**src/rtl/tw_pkg.sv**
```systemverilog
package tw_pkg;
    localparam int CMD_BITS   = 4;
    localparam int OPD_BITS   = 16;
    localparam int RD_BITS    = 8;
    localparam int FRAME_BITS = CMD_BITS + OPD_BITS;
    localparam int RD_FIRST   = FRAME_BITS - RD_BITS;
    localparam int HOLD_CLK   = CMD_BITS - 1;
    localparam int IDX_W      = $clog2(FRAME_BITS);

    localparam logic [CMD_BITS-1:0] CODE_TBL_READ = 4'b1001;

    typedef enum logic [1:0] {
        ST_IDLE = 2'd0,
        ST_HIGH = 2'd1,
        ST_LOW  = 2'd2
    } seq_state_t;

    typedef struct packed {
        logic [OPD_BITS-1:0] operand;
        logic [CMD_BITS-1:0] cmd;
    } frame_t;

    function automatic logic is_table_read(input logic [CMD_BITS-1:0] c);
        return c == CODE_TBL_READ;
    endfunction
endpackage

```
**src/rtl/tw_phase_timer.sv**
```systemverilog
module tw_phase_timer #(
    parameter int CNT_W = 25
) (
    input  logic             clk,
    input  logic             rst,
    input  logic             load,
    input  logic [CNT_W-1:0] len,
    output logic             last
);
    logic [CNT_W-1:0] cnt;

    always_ff @(posedge clk) begin
        if (rst) begin
            cnt <= '0;
        end else if (load) begin
            cnt <= len;
        end else if (cnt != '0) begin
            cnt <= cnt - 1'b1;
        end
    end

    assign last = (cnt == CNT_W'(1));

    // a phase of zero length would never expire
    assert_len_nonzero_R2: assert property (@(posedge clk) disable iff (rst)
        load |-> (len != '0))
        else $error("phase length zero");

    assert_count_down_R2: assert property (@(posedge clk) disable iff (rst)
        (!load && cnt > CNT_W'(1)) |=> (cnt == $past(cnt) - 1'b1))
        else $error("phase counter skipped");
endmodule

```
**src/rtl/tw_bit_shifter.sv**
```systemverilog
module tw_bit_shifter
    import tw_pkg::*;
(
    input  logic             clk,
    input  logic             rst,
    input  logic             accept,
    input  frame_t           frame_in,
    input  logic             rise,
    input  logic [IDX_W-1:0] rise_idx,
    input  logic             capture,
    input  logic             sdat_i,
    output logic             sdat_o,
    output logic [RD_BITS-1:0] rdata
);
    frame_t frame_q;
    logic [FRAME_BITS-1:0] frame_bits;

    assign frame_bits = frame_q;

    always_ff @(posedge clk) begin
        if (rst) begin
            frame_q <= '0;
            sdat_o  <= 1'b0;
            rdata   <= '0;
        end else begin
            if (accept) begin
                frame_q <= frame_in;
                sdat_o  <= frame_in.cmd[0];
                rdata   <= '0;
            end else if (rise) begin
                sdat_o <= frame_bits[rise_idx];
            end
            if (capture) begin
                rdata <= {sdat_i, rdata[RD_BITS-1:1]};
            end
        end
    end

    assert_rise_in_frame_R3: assert property (@(posedge clk) disable iff (rst)
        rise |-> (rise_idx < IDX_W'(FRAME_BITS) && rise_idx != '0))
        else $error("bit index outside frame");

    assert_no_drive_and_capture_R5: assert property (@(posedge clk) disable iff (rst)
        !(capture && accept))
        else $error("capture during accept");
endmodule

```
**src/rtl/tw_op_sequencer.sv**
```systemverilog
module tw_op_sequencer
    import tw_pkg::*;
#(
    parameter int              T_HIGH    = 3,
    parameter int              T_LOW     = 2,
    parameter int              HOLD_W    = 24,
    parameter logic [CMD_BITS-1:0] PROG_CODE = 4'b1111,
    localparam int             CNT_W     = HOLD_W + 1
) (
    input  logic                clk,
    input  logic                rst,
    input  logic                start,
    input  logic [CMD_BITS-1:0] cmd,
    input  logic [HOLD_W-1:0]   hold,
    input  logic                tmr_last,
    output logic                tmr_load,
    output logic [CNT_W-1:0]    tmr_len,
    output logic                accept,
    output logic                rise,
    output logic [IDX_W-1:0]    rise_idx,
    output logic                capture,
    output logic                sclk,
    output logic                oe,
    output logic                busy,
    output logic                done
);
    localparam logic [IDX_W-1:0] LAST_IDX = IDX_W'(FRAME_BITS - 1);
    localparam logic [IDX_W-1:0] RD_IDX   = IDX_W'(RD_FIRST);
    localparam logic [IDX_W-1:0] HOLD_IDX = IDX_W'(HOLD_CLK);

    seq_state_t          state;
    logic [IDX_W-1:0]    idx;
    logic [IDX_W-1:0]    nxt_idx;
    logic                rd_q;
    logic                pg_q;
    logic [HOLD_W-1:0]   hold_q;
    logic                fall;

    assign nxt_idx  = idx + 1'b1;
    assign accept   = (state == ST_IDLE) && start;
    assign fall     = (state == ST_HIGH) && tmr_last;
    assign rise     = (state == ST_LOW) && tmr_last && (idx != LAST_IDX);
    assign rise_idx = nxt_idx;
    assign capture  = fall && rd_q && (idx >= RD_IDX);

    always_comb begin
        tmr_load = accept || fall || rise;
        tmr_len  = CNT_W'(T_HIGH);
        if (fall) begin
            tmr_len = CNT_W'(T_LOW);
        end else if (rise && pg_q && nxt_idx == HOLD_IDX) begin
            tmr_len = CNT_W'(T_HIGH) + {1'b0, hold_q};
        end
    end

    always_ff @(posedge clk) begin
        if (rst) begin
            state  <= ST_IDLE;
            idx    <= '0;
            rd_q   <= 1'b0;
            pg_q   <= 1'b0;
            hold_q <= '0;
            sclk   <= 1'b0;
            oe     <= 1'b1;
            busy   <= 1'b0;
            done   <= 1'b0;
        end else begin
            done <= 1'b0;
            unique case (state)
                ST_IDLE: begin
                    if (start) begin
                        state  <= ST_HIGH;
                        idx    <= '0;
                        rd_q   <= is_table_read(cmd);
                        pg_q   <= (cmd == PROG_CODE);
                        hold_q <= hold;
                        sclk   <= 1'b1;
                        busy   <= 1'b1;
                    end
                end
                ST_HIGH: begin
                    if (tmr_last) begin
                        state <= ST_LOW;
                        sclk  <= 1'b0;
                    end
                end
                ST_LOW: begin
                    if (tmr_last) begin
                        if (idx == LAST_IDX) begin
                            state <= ST_IDLE;
                            busy  <= 1'b0;
                            done  <= 1'b1;
                            oe    <= 1'b1;
                        end else begin
                            state <= ST_HIGH;
                            idx   <= nxt_idx;
                            sclk  <= 1'b1;
                            if (rd_q && nxt_idx == RD_IDX) begin
                                oe <= 1'b0;
                            end
                        end
                    end
                end
                default: state <= ST_IDLE;
            endcase
        end
    end

    assert_done_one_cycle_R7: assert property (@(posedge clk) disable iff (rst)
        done |=> !done)
        else $error("done longer than one cycle");

    assert_busy_done_apart_R7: assert property (@(posedge clk) disable iff (rst)
        !(busy && done))
        else $error("busy and done together");

    assert_release_kept_R4: assert property (@(posedge clk) disable iff (rst)
        (busy && !oe) |=> (!oe || done))
        else $error("data line retaken before done");

    assert_idle_clock_low_R9: assert property (@(posedge clk) disable iff (rst)
        (!busy) |-> (!sclk && oe))
        else $error("clock or drive active while idle");

    assert_start_ignored_R8: assert property (@(posedge clk) disable iff (rst)
        (busy && $past(busy)) |-> ($stable(rd_q) && $stable(pg_q) && $stable(hold_q)))
        else $error("operation changed while busy");
endmodule

```
**src/rtl/tw_prog_master.sv**
```systemverilog
module tw_prog_master
    import tw_pkg::*;
#(
    parameter int                  T_HIGH    = 3,
    parameter int                  T_LOW     = 2,
    parameter int                  HOLD_W    = 24,
    parameter logic [CMD_BITS-1:0] PROG_CODE = 4'b1111
) (
    input  logic                clk,
    input  logic                rst,
    input  logic                start,
    input  logic [CMD_BITS-1:0] cmd,
    input  logic [OPD_BITS-1:0] operand,
    input  logic [HOLD_W-1:0]   hold_cycles,
    output logic                busy,
    output logic                done,
    output logic [RD_BITS-1:0]  rdata,
    output logic                sclk,
    output logic                sdat_o,
    output logic                sdat_oe,
    input  logic                sdat_i
);
    localparam int CNT_W = HOLD_W + 1;

    logic             tmr_load;
    logic [CNT_W-1:0] tmr_len;
    logic             tmr_last;
    logic             accept;
    logic             rise;
    logic [IDX_W-1:0] rise_idx;
    logic             capture;
    frame_t           frame_in;

    assign frame_in.cmd     = cmd;
    assign frame_in.operand = operand;

    tw_op_sequencer #(
        .T_HIGH    (T_HIGH),
        .T_LOW     (T_LOW),
        .HOLD_W    (HOLD_W),
        .PROG_CODE (PROG_CODE)
    ) u_seq (
        .clk      (clk),
        .rst      (rst),
        .start    (start),
        .cmd      (cmd),
        .hold     (hold_cycles),
        .tmr_last (tmr_last),
        .tmr_load (tmr_load),
        .tmr_len  (tmr_len),
        .accept   (accept),
        .rise     (rise),
        .rise_idx (rise_idx),
        .capture  (capture),
        .sclk     (sclk),
        .oe       (sdat_oe),
        .busy     (busy),
        .done     (done)
    );

    tw_phase_timer #(.CNT_W(CNT_W)) u_tmr (
        .clk  (clk),
        .rst  (rst),
        .load (tmr_load),
        .len  (tmr_len),
        .last (tmr_last)
    );

    tw_bit_shifter u_shf (
        .clk      (clk),
        .rst      (rst),
        .accept   (accept),
        .frame_in (frame_in),
        .rise     (rise),
        .rise_idx (rise_idx),
        .capture  (capture),
        .sdat_i   (sdat_i),
        .sdat_o   (sdat_o),
        .rdata    (rdata)
    );

    assert_data_stable_high_R3: assert property (@(posedge clk) disable iff (rst)
        (sclk && $past(sclk)) |-> $stable(sdat_o))
        else $error("data moved while clock high");

    assert_data_stable_low_R3: assert property (@(posedge clk) disable iff (rst)
        (!sclk && busy && $past(busy)) |-> $stable(sdat_o))
        else $error("data moved while clock low");
endmodule

```
**config.mk**
```make
export PLATFORM = sky130hd
export DESIGN_NAME = tw_prog_master
export DESIGN_NICKNAME = d
export VERILOG_FILES = /design/src/rtl/tw_pkg.sv /design/src/rtl/tw_phase_timer.sv /design/src/rtl/tw_bit_shifter.sv /design/src/rtl/tw_op_sequencer.sv /design/src/rtl/tw_prog_master.sv
export SDC_FILE = /design/constraint.sdc
export NUM_CORES = 1
export LEC_CHECK = 0
export ABC_AREA = 1
export CAP_MARGIN = 5
export CORE_ASPECT_RATIO = 0.9
export CORE_MARGIN = 5
export CORE_UTILIZATION = 45
export DETAILED_ROUTE_END_ITERATION = 10
export GPL_TIMING_DRIVEN = 1
export PLACE_DENSITY = 0.65
export SLEW_MARGIN = 5
export SYNTH_ARGS = -nofsm -noshare
export SYNTH_HDL_FRONTEND = slang
export SYNTH_HIERARCHICAL = 1
export SYNTH_SLANG_ARGS = --single-unit
```
**constraint.sdc**
```tcl
create_clock -name clk -period 3.3 [get_ports clk]
set_input_delay 0.33 -clock clk [delete_from_list [all_inputs] [get_ports clk]]
set_output_delay 0.33 -clock clk [all_outputs]
set_load 0.005 [all_outputs]
```
==> results of run 1 <==
## sequential cells by signal, summed over array words and instances, names as in the netlist, 2 cells and up
| name | cells |
|---|---|
| u_tmr/cnt | 25 |
| u_seq/state | 2 |
| u_seq/hold_q | 24 |
| u_shf/frame_bits | 20 |
| u_seq/idx | 5 |
| u_shf/rdata | 8 |
## path summary, 6_finish.rpt
kind,start,end,slack (ns),depth (start not counted)
worst max register to register,u_tmr/cnt[11]$_SDFFE_PP0P_,u_tmr/cnt[11]$_SDFFE_PP0P_,0.49,15
worst min register to register,u_seq/oe$_SDFFE_PP1P_,u_seq/oe$_SDFFE_PP1P_,0.46,2
worst min-delay path,u_seq/oe$_SDFFE_PP1P_,u_seq/oe$_SDFFE_PP1P_,0.46,2
worst max-delay path,u_tmr/cnt[11]$_SDFFE_PP0P_,u_tmr/cnt[11]$_SDFFE_PP0P_,0.49,15
## cell usage in the layout (no fill, tap or decap)
cell / count
nand2_1: 220
nor2_1: 169
dfxtp_1: 91
inv_1: 70
nand3_1: 61
clkdlybuf4s50_1: 60
a21oi_1: 49
o21ai_0: 40
nor2_2: 15
nand4_1: 14
or2_2: 11
nand2_2: 10
a211oi_1: 10
clkbuf_16: 9
inv_2: 9
nor2_4: 8
ha_1: 8
xor2_1: 7
buf_4: 6
nor3_1: 6
xnor2_1: 6
o21ai_1: 4
a21oi_2: 3
clkinv_4: 2
nand3_2: 2
nor2_8: 2
o21bai_1: 2
nor3_4: 2
nand3b_1: 2
nand2_4: 2
bufinv_16: 1
clkbuf_1: 1
inv_6: 1
clkinvlp_4: 1
a31oi_1: 1
o22ai_1: 1
nand4_4: 1
o211ai_1: 1
## layer usage
layer / GRT usage (%) / vias to the layer above
met5: 0 / -
met4: 8.08 / 0
met3: 3.36 / 17
met2: 30.0 / 114
met1: 27.8 / 2376
li1: - / 2821
## worst max-delay path, stage by stage (launching register included)
cell and delay [ns]:
dfxtp_1 0.34, nor2_1 0.19, nand2_2 0.15, nor2_8 0.18, nand4_1 0.10, nor2_1 0.24, inv_1 0.15, nor2_2 0.15
o21ai_0 0.13, nor2_1 0.15, nand2_2 0.32, nor2_2 0.20, nor2_1 0.06, nor2_1 0.21, nand2_1 0.07, nor2_1 0.08
## logic make-up (layout without fill, tap and decap cells)
kind of cell,Yosys count,in the layout,synth area share (%)
flops,91,91,33.6
buf+inv,105,160,8.09
compound gates,111,111,11.1
xor+xnor,13,13,2.10
fa+ha+maj,8,8,1.84
simple gates,525,525,43.3
## final cells by class
type                    count  area (µm²)  area share (%)
clock buffers              10         229            3.57
well taps                 160         200            3.12
clock inverters             5        63.8           0.994
repair buffers             66         646            10.1
multi-input cells         657        3170            49.3
flip-flops and latches     91        1820            28.4
inverters                  79         297            4.62
## where the power goes
group / switching [mW] / total (mW) / internal (mW)
sequential: 0.0769 / 1.26 / 1.19
clock: 0.430 / 1.02 / 0.588
combinational: 0.450 / 0.709 / 0.259
total: 0.957 / 2.99 / 2.03
## stage by stage
stage	total power, mW	utilization (%)
2_1_floorplan	1.80	-
3_3_place_gp	1.98	51.4
3_5_place_dp	1.99	51.4
4_1_cts	3.02	53.8
5_1_grt	3.17	53.8
6_report	2.99	53.8
==> results.cfg, run 1 <==
[status]
status = finished clean

[yosys]
synthFlopType = dfxtp_1
synth.distinct_cells = 35
netlist_instances = 853
yosys_warnings = 6
yosysTopAreaCellShare_pct = 33.6
ys_seq_elements = 91
synthArstFlopShare_pct = 0
synth_edf_count = 0
netlist_area_um2 = 5430
ys_seq_area_share_pct = 33.6
syn_avg_cell_area_um2 = 6.36
yosysMostFrequentCell = nand2_1
synth_top_area_cell = dfxtp_1
synth_common_cells = nand2_1 (220), nor2_1 (169), dfxtp_1 (91), inv_1 (70), nand3_1 (61)
netlist_top_cells_area = dfxtp_1 (34%), nand2_1 (15%), nor2_1 (12%), nand3_1 (5.6%), inv_1 (4.8%)
synth.net_count = 909

[timing]
slew_headroom_pct = 53.8
setup_viol = 0
hold_viol = 0
tightest_slew_ns = 0.690
rsz0062_at_grt = no
max_freq_ghz = 0.356
setup_tns_ns = 0
finalClockSkew_ns = 0.00841
worst_slack_ns = 0.494
min_period_ns = 2.81
hold_ws_ns = 0.458
layout_worst_path_cycle_share_pct = 85.0
drv_slew = 0

[critical_path]
crit_type = reg2reg
cp-end-kind = flip-flop
crit_arrival_ns = 3.08
required_ns = 3.58
crit_path_max_fanout = 20
startpoint_type = flip-flop

[cts]
clk_pin_slew_ns = 0.06
h-tree-depth = 3
insertion_delay_ns = 0.35
cts_buffers = 9
cts_root_buf = clkbuf_16
cts.sinks = 91
postCtsSetupBuffers = 0
cts_buffer_depth = 2
post_cts_resized = 0
cts_tree = built
hold_buffers = 0

[final_layout]
drive_above_1_share_pct = 9.36
final_cells = 1068
layout.nets = 960
fin_area_um2 = 6420
insertedDiodeCount = 0
syn2layout_area_growth_pct = 18.4
nFillCells = 1195

[drt]
drt_pre_antenna_iters = 5
vias = 5328
routed_via_density = 4.99
wl_met2_um = 5770
postRouteAntennaNets = 0
drt_iter0_drc = 350
drc = 0
wl_met3_um = 557
wl_um = 13700
routed.top_layer = met4
post_drt_wl_per_cell_um = 12.8
met1_length_um = 7060

[pwr]
p_per_area_nw_per_um2 = 465
ir_drop_mv = 0.262
leakage_nw = 2.58

[placement]
dp_cells = 1053
io_buffers = 60
dp_slack_ns = 0.506
placed_area_um2 = 6130
hpwl_um = 10500
gp_congestion = 0.895

[die]
io_pins = 61
die_area_um2 = 14400
core_area_um2 = 11900
die_h_um = 114
die_x_um = 126
start_util_pct = 45.5
fp-row-count = 38

[min_path]
hp-class = reg2reg

[global_routing]
grt_first_pass_wirelength_um = 23600
antenna_found_initial = 0
gr-total-overflow = 0
grt_max_degree = 38
track_usage_pct = 19.7
grt_pass1_vias = 4919

[job]
drv_cap = 0
(Power assumes the default switching activity.)
==> run 2: changes to the inputs <==
--- a/config.mk
+++ b/config.mk
@@ -11,7 +11,7 @@
 export CORE_MARGIN = 5
 export CORE_UTILIZATION = 45
 export DETAILED_ROUTE_END_ITERATION = 10
-export GPL_TIMING_DRIVEN = 1
+export GPL_TIMING_DRIVEN = 0
 export PLACE_DENSITY = 0.65
 export SLEW_MARGIN = 5
 export SYNTH_ARGS = -nofsm -noshare
==> run 2 against run 1 <==
  * First-iteration DRC count increased by 2.3%
  * Register-to-register slack got worse by 0.09 ns
  * Die area unchanged
  * Critical endpoint is now u_tmr/cnt[23]$_SDFFE_PP0P_
  * Highest routed layer unchanged
==> results.cfg, run 2 (synthesized netlist as in run 1, its figures left out) <==
[status]
status = finished clean

[drt]
post_drt_wl_per_cell_um = 12.9
postRouteAntennaNets = 0
drt_pre_antenna_iters = 4
routed_via_density = 4.89
drc = 0
drt_iter0_drc = 358
wl_um = 14000
vias = 5329

[timing]
drv_slew = 0
rsz0062_at_grt = no
hold_viol = 0
layout_worst_path_cycle_share_pct = 87.7
setup_viol = 0
max_freq_ghz = 0.346
worst_slack_ns = 0.407
tightest_slew_ns = 0.534
finalClockSkew_ns = 0.00541
min_period_ns = 2.89
setup_tns_ns = 0
slew_headroom_pct = 64.1

[global_routing]
grt_first_pass_wirelength_um = 23400
grt_pass1_vias = 4951
gr-total-overflow = 0
antenna_found_initial = 0
grt_max_degree = 15
track_usage_pct = 20.0

[placement]
dp_cells = 1073
hpwl_um = 11000
io_buffers = 60
dp_slack_ns = 0.331
gp_congestion = 0.911

[final_layout]
final_common_cell = nand2_1
layout_common_cells = nand2_1 (220), nor2_1 (168), dfxtp_1 (91), inv_1 (70), nand3_1 (61)
regMostFlops = u_tmr/cnt
final_cells = 1089
drive_above_1_share_pct = 10.0
largest_register_ffs = 25
syn2layout_area_growth_pct = 20.1
insertedDiodeCount = 0
layout.nets = 980

[cts]
cts_root_buf = clkbuf_16
h-tree-depth = 3
insertion_delay_ns = 0.35
cts.sinks = 91
cts_buffers = 9
clk_pin_slew_ns = 0.06
cts_buffer_depth = 2
postCtsSetupBuffers = 0
cts_tree = built

[critical_path]
cpMostUsedCell = inv_1
critPathTopFamily = simple AND/OR/NAND/NOR gates
crit_arrival_ns = 3.14
required_ns = 3.54
crit_path_max_fanout = 10
crit_type = reg2reg
worstSetupStartpoint = u_tmr/cnt[14]$_SDFFE_PP0P_
startpoint_type = flip-flop
crit_chain = nor2_1 > nand2_1 > inv_1 > nand4_1 > nor2_2 > inv_1 > nor3_1 > inv_1 > nand2_1 > buf_2 > inv_2 > clkbuf_1 > or2_2 > nand3_1 > nor2_1
cp-end-kind = flip-flop
slowest_stage = dfxtp_1
crit_buf_inv = 6
max_stage_delay_ns = 0.34
r2r_start = u_tmr/cnt[14]$_SDFFE_PP0P_

[pwr]
fin_total_pwr_mw = 3.00
p_int_mw = 2.04
ir_drop_mv = 0.332
clkPwrFrac_pct = 33.9
leakage_nw = 2.63
switching_power_mw = 0.961
p_comb_share_pct = 24.1
p_per_area_nw_per_um2 = 461
p_sw_share_pct = 32.0
seqPwrFrac_pct = 42.1

[die]
fp-row-count = 38
start_util_pct = 45.5
die_x_um = 126
die_area_um2 = 14400
io_pins = 61
die_h_um = 114
core_area_um2 = 11900

[min_path]
hp-class = reg2reg
min_from = u_seq/oe$_SDFFE_PP1P_

[job]
drv_cap = 0
## run 2: cell count changes in the layout (fill, tap and decap cells not counted), moves of 4 or more
cell	previous run	this run
buf_2	0	9
clkbuf_1	1	14
buf_6	0	4
buf_4	6	1
## run 2: worst min-delay path, delay by kind of cell (launching register included)
family,cells,cell delay [ns]
AND/OR/NAND/NOR,2,0.10
flip-flops,1,0.32
## run 2: metal layers
| layer | global-route usage (%) | up-vias | wire [µm] |
|---|---|---|---|
| li1 | - | 2857 | - |
| met1 | 28.0 | 2368 | 7220 |
| met2 | 31.6 | 95 | 6080 |
| met3 | 4.24 | 9 | 598 |
| met4 | 5.15 | 0 | 136 |
| met5 | 0 | - | 0 |
## run 2: metrics by stage
stage               hold WS [ns]  util, %  cell area [µm²]
floorplan                  0.402        -             5430
global placement           0.452     52.2             6230
detailed placement         0.451     52.2             6230
CTS                        0.463     54.6             6520
global route               0.481     54.6             6520
finish                     0.461     54.6             6520
## run 2: area by class of cell
class,instances,area (µm²)
Buffer,26,143
Clock buffer,12,236
Clock inverter,4,51.3
Fill cell,1248,5420
Inverter,79,297
Multi-Input combinational cell,657,3170
Sequential cell,91,1820
Tap cell,160,200
Timing Repair Buffer,60,601
## run 2: timing repair
action                                 CTS  global route
hold buffers                             0             0
setup endpoints to repair                0             4
gates resized for setup                  0             1
endpoints found under the hold margin    0             0
## run 2: power by group through the flow
stage / combinational [mW] / sequential [mW] / clock [mW]
final: 0.723 / 1.26 / 1.02
after global routing: 0.822 / 1.27 / 1.08
after CTS: 0.725 / 1.26 / 1.05
after detailed placement: 0.720 / 1.29 / 0
after global placement: 0.714 / 1.29 / 0
after floorplan: 0.529 / 1.27 / 0
## run 2: final timing paths
kind,cells after the start,end,slack (ns)
hold reg to reg,2,u_seq/oe$_SDFFE_PP1P_,0.46
hold / removal,2,u_seq/oe$_SDFFE_PP1P_,0.46
setup reg to reg,15,u_tmr/cnt[23]$_SDFFE_PP0P_,0.41
setup / recovery,15,u_tmr/cnt[23]$_SDFFE_PP0P_,0.41
